==> config.mk <==
export PLATFORM = sky130hd
export DESIGN_NAME = bus_word_encoder
export DESIGN_NICKNAME = d
export VERILOG_FILES = /design/src/rtl/bus_word_encoder.sv
export SDC_FILE = /design/constraint.sdc
export NUM_CORES = 1
export LEC_CHECK = 0
export CAP_MARGIN = 10
export CORE_ASPECT_RATIO = 1.25
export CORE_MARGIN = 2
export CORE_UTILIZATION = 58
export CTS_CLUSTER_SIZE = 20
export DETAILED_ROUTE_END_ITERATION = 16
export MAX_ROUTING_LAYER = met4
export PLACE_DENSITY = 0.8
export SLEW_MARGIN = 10
export SYNTH_ARGS = -nofsm -noshare
export SYNTH_HDL_FRONTEND = slang
export SYNTH_SLANG_ARGS = --single-unit
==> constraint.sdc <==
create_clock -name clk -period 2.1 [get_ports clk]
set_input_delay 0.42 -clock clk [delete_from_list [all_inputs] [get_ports clk]]
set_output_delay 0.42 -clock clk [all_outputs]
set_load 0.01 [all_outputs]
==> src/rtl/bus_word_encoder.sv <==
`timescale 1ns/1ps
module bus_word_encoder #(
  parameter int CLK_PER_HALF = 6,
  parameter int DATA_W       = 16,
  parameter int FAILSAFE_US  = 768
) (
  input  logic              clk,
  input  logic              rst_n,
  input  logic              enc_en_n,
  input  logic              cmd_sync_i,
  input  logic              wr_i,
  input  logic [DATA_W-1:0] data_i,
  input  logic              fs_clr_i,
  output logic              strobe_o,
  output logic              send_o,
  output logic              line_o,
  output logic              tx_inh_o,
  output logic              fs_o
);
  localparam int STROBE_PER = 2 * CLK_PER_HALF;
  localparam int PH_W       = $clog2(STROBE_PER);
  localparam int WORD_SLOTS = DATA_W + 4;
  localparam int SLOT_W     = $clog2(WORD_SLOTS);
  localparam int FS_CLKS    = FAILSAFE_US * STROBE_PER;
  localparam int FS_W       = $clog2(FS_CLKS + 1);

  localparam logic [SLOT_W-1:0] S_SYNC_MID  = SLOT_W'(1);
  localparam logic [SLOT_W-1:0] S_SYNC_END  = SLOT_W'(2);
  localparam logic [SLOT_W-1:0] S_DATA0     = SLOT_W'(3);
  localparam logic [SLOT_W-1:0] S_DATA_LAST = SLOT_W'(DATA_W + 2);
  localparam logic [SLOT_W-1:0] S_PAR       = SLOT_W'(DATA_W + 3);

  logic [PH_W-1:0]   ph;
  logic [SLOT_W-1:0] slot, lidx;
  logic [FS_W-1:0]   fcnt;
  logic [DATA_W-1:0] hold, sh;
  logic busy, cont, lon, sync_cmd, par, fs, v;

  wire rise_ev = (ph == PH_W'(STROBE_PER - 1));
  wire fall_ev = (ph == PH_W'(CLK_PER_HALF - 1));
  wire second  = (ph >= PH_W'(CLK_PER_HALF));
  wire trip    = busy && (fcnt == FS_W'(FS_CLKS - 1));

  always_ff @(posedge clk or negedge rst_n)
    if (!rst_n)       ph <= '0;
    else if (rise_ev) ph <= '0;
    else              ph <= ph + 1'b1;

  always_ff @(posedge clk or negedge rst_n)
    if (!rst_n) begin
      busy <= 1'b0;
      slot <= '0;
    end else if (trip) begin
      busy <= 1'b0;
      slot <= '0;
    end else if (fall_ev) begin
      if (busy) begin
        if (slot == S_PAR) begin
          busy <= cont;
          slot <= '0;
        end else begin
          slot <= slot + 1'b1;
        end
      end else if (!enc_en_n && !fs) begin
        busy <= 1'b1;
        slot <= '0;
      end
    end

  always_ff @(posedge clk or negedge rst_n)
    if (!rst_n) begin
      cont     <= 1'b0;
      sync_cmd <= 1'b0;
    end else if (rise_ev && busy) begin
      if (slot == S_PAR) cont     <= !enc_en_n;
      if (slot == '0)    sync_cmd <= cmd_sync_i;
    end

  always_ff @(posedge clk or negedge rst_n)
    if (!rst_n) begin
      lon  <= 1'b0;
      lidx <= '0;
    end else if (trip) begin
      lon  <= 1'b0;
    end else if (rise_ev) begin
      lon  <= busy;
      lidx <= slot;
    end

  always_ff @(posedge clk or negedge rst_n)
    if (!rst_n)    hold <= '0;
    else if (wr_i) hold <= data_i;

  always_ff @(posedge clk or negedge rst_n)
    if (!rst_n) begin
      sh  <= '0;
      par <= 1'b0;
    end else if (fall_ev && busy && slot == S_SYNC_END) begin
      sh  <= hold;
      par <= ~^hold;
    end else if (rise_ev && lon && lidx >= S_DATA0 && lidx < S_DATA_LAST) begin
      sh  <= {sh[DATA_W-2:0], 1'b0};
    end

  always_ff @(posedge clk or negedge rst_n)
    if (!rst_n)     fcnt <= '0;
    else if (!busy) fcnt <= '0;
    else            fcnt <= fcnt + 1'b1;

  always_ff @(posedge clk or negedge rst_n)
    if (!rst_n)        fs <= 1'b0;
    else if (trip)     fs <= 1'b1;
    else if (fs_clr_i) fs <= 1'b0;

  always_comb begin
    if (lidx == '0)              v = sync_cmd;
    else if (lidx == S_SYNC_MID) v = sync_cmd ^ second;
    else if (lidx == S_SYNC_END) v = !sync_cmd;
    else if (lidx == S_PAR)      v = par ^ second;
    else                         v = sh[DATA_W-1] ^ second;
  end

  assign strobe_o = (ph < PH_W'(CLK_PER_HALF));
  assign send_o   = busy && (slot >= S_DATA0) && (slot <= S_DATA_LAST);
  assign line_o   = lon & v;
  assign tx_inh_o = !lon;
  assign fs_o     = fs;
endmodule

* Word-level counts from Yosys, hierarchy flattened *
Cells that the tools add are included.

word-level totals
  output and inout bits = 5
  bits of input ports = 22
  word-level logic and storage cells = 82
  register bits after elaboration = 66

cells by class
  reduce and logical (&&, ||, !) cells = 26
  magnitude comparators = 6
  bitwise logic cells = 5
  $add $sub $neg = 3
  multiplexer cells = 22
  eq/ne operators = 8

operators with widths
  cell                                                               number
  two-way mux 16 bit                                                 2
  two-way mux 5 bit                                                  5
  XNOR reduction 16 bit                                              1
  adder 14 x 1 -> 14 bit, second input constant                      1
  == test 14 bit, second input constant                              1
  two-way mux 14 bit                                                 1
  two-way mux 1 bit                                                  13
  == test 5 x 2 -> 1 bit, second input constant                      2
  == test 5 bit, second input constant                               2
  greater-or-equal comparator 5 x 2 -> 1 bit, second input constant  2
  logical AND 1 bit                                                  10
  logical NOT 5 bit                                                  2
  AND reduction 2 bit                                                4
  nonzero test 2 bit                                                 4
  adder 5 x 1 -> 5 bit, second input constant                        1
  == test 5 x 1 -> 1 bit, second input constant                      1
  less-or-equal comparator 5 bit, second input constant              1
  less-than comparator 5 bit, second input constant                  1
  adder 4 x 1 -> 4 bit, second input constant                        1
  == test 4 x 3 -> 1 bit, second input constant                      1
  == test 4 bit, second input constant                               1
  greater-or-equal comparator 4 x 3 -> 1 bit, second input constant  1
  logical NOT 1 bit                                                  4
  less-than comparator 4 x 3 -> 1 bit, second input constant         1
  5 further kinds                                                    7

* Longest topological paths before layout *
  word-level depth = 7
  gate-level depth with buffers = 9
  mapped depth without buffers = 7

* Worst setup path before layout *
No wires, ideal clock.

  kind = register to output
  start point = reg ph[0]
  end point = out line_o
  stages on the path, launching flop included = 8
  path slack = 0.211 ns
  arrival time = 1.469 ns
  required time = 1.680 ns
  path through = dfrtp_1 -> inv_1 -> ha_1 -> o21a_1 -> o21ai_0 -> mux2i_1 -> a22o_1 -> a21oi_1

on the way
  longest elaborated chain between the ends = 7

RTL lines
  element                                       line      text
  start, declared                               33        logic [PH_W-1:0] ph;
  start signal, assigned                        47        else ph <= ph + 1'b1;
  greater-or-equal comparator 4 x 3 -> 1 bit *  41        wire second = (ph >= PH_W'(CLK_PER_HALF));
  bitwise XOR 1 bit (on tied branches)          120, 119
  two-way mux 1 bit                             119       else if (lidx == S_PAR) v = par ^ second;
  two-way mux 1 bit                             118       else if (lidx == S_SYNC_END) v = !sync_cmd;
  two-way mux 1 bit *                           117       else if (lidx == S_SYNC_MID) v = sync_cmd ^ second;
  two-way mux 1 bit *                           116       if (lidx == '0) v = sync_cmd;
  bitwise AND 1 bit *                           125       assign line_o = lon & v;
  end, declared                                 16        output logic line_o,

Mark *: on every way between the ends. The rest lies on a longest branch, timed or not.

* Worst setup path after layout *
Ends and elaborated chain as after synthesis.

==> metrics.txt <==
type of origin of the critical path=register; via-per-instance ratio=5.54; cts bufs inserted=9; largest net degree at the start of global routing=67; power density over the cells=approximately 800 nW/um^2; IO Count=27; count of yosys warnings during synthesis=0; DRT Pass-1 Iters=4; root buffer cell=clkbuf_8; violations in the final reports=setup timing; Clock H-tree levels=3; worst max-slew margin expressed relative to the limit=0.535; Avg Cell Area, Syn=around 11 sq um; final hold violation count=0; Global Route met1 Usage=0.265; count of unresolved DRC violations after routing=0; Cells after Synth=between 300 and 400; Fin Setup TNS=-112 ps; RSZ-0062 raised after global routing=true; biggest fanout along the worst timing path=2; number of global-route vias before repair=2256; endpoint kind of the worst setup timing path=output port; net count after synthesis=roughly 330; Antenna diodes=0; setup violators final=1; Syn-to-layout area delta=19.3%; routing layer with the top usage in global route=met2; Post-Synthesis Cell Area=between 3000 and 4000 sq um; Remaining Overflow, GRT=0; number of violations of the max-capacitance limit=0; clock insertion delay at the later pin of the skew report=~340 ps; number of max-slew violations in the final report=0; cell area after layout=3950 sq um; total wire length after detailed routing=a little under 6000 um; die area=6330 sq um; number of distinct library cells after synthesis=between 40 and 50; clock tree from TritonCTS=done; number of hold buffers added after CTS=0; total power of the final layout=between 3 and 4 mW; clock edge transition at the registers on the reported setup and hold paths=approximately 70 ps; routed length per placed instance=13.9 um; final HPWL from detailed placement=4090 um; worst-case hold slack=77.0 ps; number of placed cells counting well taps=396; final worst-path setup slack=-112 ps; initial antenna violation count=0; height of the chip=approximately 88 um; utilization after layout=0.720; GRT met3 Usage=0.0490; peak supply drop=~510 uV; post-synthesis sequential area ratio=0.499; # clock sinks=66; Least-Margin Pin Slew=slightly below 700 ps; min Tclk post-route=~2200 ps; fraction of final layout cells sized beyond drive strength 1=0.209; met2 capacity usage during global routing=0.350; global-route wire length before repair=slightly above 10000 um; status=finished, violations left; instance area after placement=about 3700 sq um; first-iteration detailed-routing DRC count=around 180; type of the most critical hold path=input port to asynchronous set/reset pin; initial core utilization=0.604; Setup WS pre-CTS=-245 ps; Final Net Count=about 370; Port Buffers=26; Final GP Congestion=between 0.8 and 0.9; post-route fraction of the period consumed by the critical path=1.05; arrival time worst endpoint=about 1800 ps; Max Clock Skew=~12 ps; Overall Global Routing Usage=0.214; flip-flop and latch count after synthesis=66; total core area=between 5000 and 6000 sq um; classification of the worst setup path=register to output port; x dimension of the die=between 70 and 80 um; count of standard-cell rows=30; via count=approximately 2300; critical path required time=roughly 1700 ps; Max Buffers Root-to-Sink=2; ANT nets after route=0; number of cells in the finished layout apart from fillers=just over 400; maximum achievable frequency=~0.45 GHz; Lkg Pwr=between 1.5 and 2 nW
-- flip-flops by register name, summed over array words and instances (netlist names), 4 cells and up --
name,count
hold,16
sh,16
fcnt,14
lidx,5
slot,5
ph,4
-- cell families (layout without fill, tap and decap cells) --
| family | after synthesis | after routing | synth area share |
|---|---|---|---|
| adder cells (fa/ha/maj) | 7 | 7 | 0.0265 |
| buffers and inverters | 27 | 73 | 0.0382 |
| flip-flops | 66 | 66 | 0.499 |
| XOR/XNOR | 28 | 28 | 0.0741 |
| AO/OA/AOI/OAI | 49 | 49 | 0.0972 |
| AND/OR/NAND/NOR | 89 | 89 | 0.139 |
| multiplexers | 37 | 37 | 0.126 |
-- Yosys cell counts (all sizes together) --
master,number,area share
or4b,1,0.0042
nor3,6,0.0091
o32ai,1,0.0026
o31a,1,0.0026
a22o,5,0.013
mux2,21,0.077
clkbuf,9,0.010
a2111o,1,0.0034
mux2i,16,0.048
nor4,3,0.010
dfrtp,66,0.50
o21a,1,0.0023
nand4,4,0.0076
nand2b,2,0.0038
a221oi,1,0.0026
and4b,1,0.0030
a211oi,1,0.0023
o221ai,1,0.0026
nand2,26,0.029
a21oi,7,0.011
a21o,2,0.0045
and3,3,0.0057
nor2,25,0.031
inv,13,0.015
and2,4,0.0083
o22ai,1,0.0019
ha,7,0.026
or3,2,0.0038
buf,5,0.013
o31ai,1,0.0023
nand3,10,0.015
nand3b,2,0.0083
xor2,5,0.013
o21ai,26,0.046
xnor2,23,0.061
-- path summary, 6_finish.rpt --
path / startpoint / endpoint / slack, ps / depth (start not counted)
worst max register to register: ph[0] / slot[3] / 110 / 7
worst min-delay path: rst_n / hold[11] / 80 / 2
worst min register to register: fcnt[0] / fcnt[0] / 450 / 1
min in group clk: fcnt[0] / fcnt[0] / 450 / 1
worst max-delay path: ph[0] / line_o / -110 / 8
max in group asynchronous: rst_n / lidx[2] / 1720 / 2
-- timing repair --
action                                  4_1_cts  5_1_grt
pin swaps                                     1        6
endpoints found under the setup margin        2        4
gates resized for setup                       8        5
cloned                                        0        0
buffers inserted                              0        1
-- layer usage --
| metal | vias up | wire length, um |
|---|---|---|
| li1 | 1137 | - |
| met1 | 1101 | 2520 |
| met2 | 44 | 2950 |
| met3 | 7 | 220 |
| met4 | 0 | 71 |
| met5 | - | 0 |
-- layout make-up --
type / instances / area [sq um]
sequential: 66 / 1650
timing repair buffer: 44 / 405
clock buffer: 11 / 141
fill: 412 / 1530
clock inverter: 5 / 77.6
inverter: 13 / 48.8
multi-input combinational: 210 / 1540
tap: 64 / 80.1
-- where the power goes --
part	total, mW	leakage [nW]	internal, mW	switching, mW
sequential	1.50	0.843	1.39	0.113
combinational	0.518	0.917	0.285	0.233
clock	1.16	0.109	0.697	0.467
total	3.19	1.87	2.37	0.813
-- cells in the final DEF, fill, tap and decap left out, drive strengths merged, types with 10 or more instances in the layout --
master and instances:
buf 20, clkbuf 12, clkdlybuf4s50 23, dfrtp 66, inv 13, mux2 21
mux2i 16, nand2 26, nand3 10, nor2 25, o21ai 26, xnor2 23
-- critical path, cell delays in order, from the launching register on --
cell,delay (ps)
dfrtp_1,380
inv_1,60
ha_2,150
o21a_1,170
o21ai_2,70
buf_4,130
a22o_1,220
a21oi_1,130
buf_2,140
(Power assumes the default switching activity.)
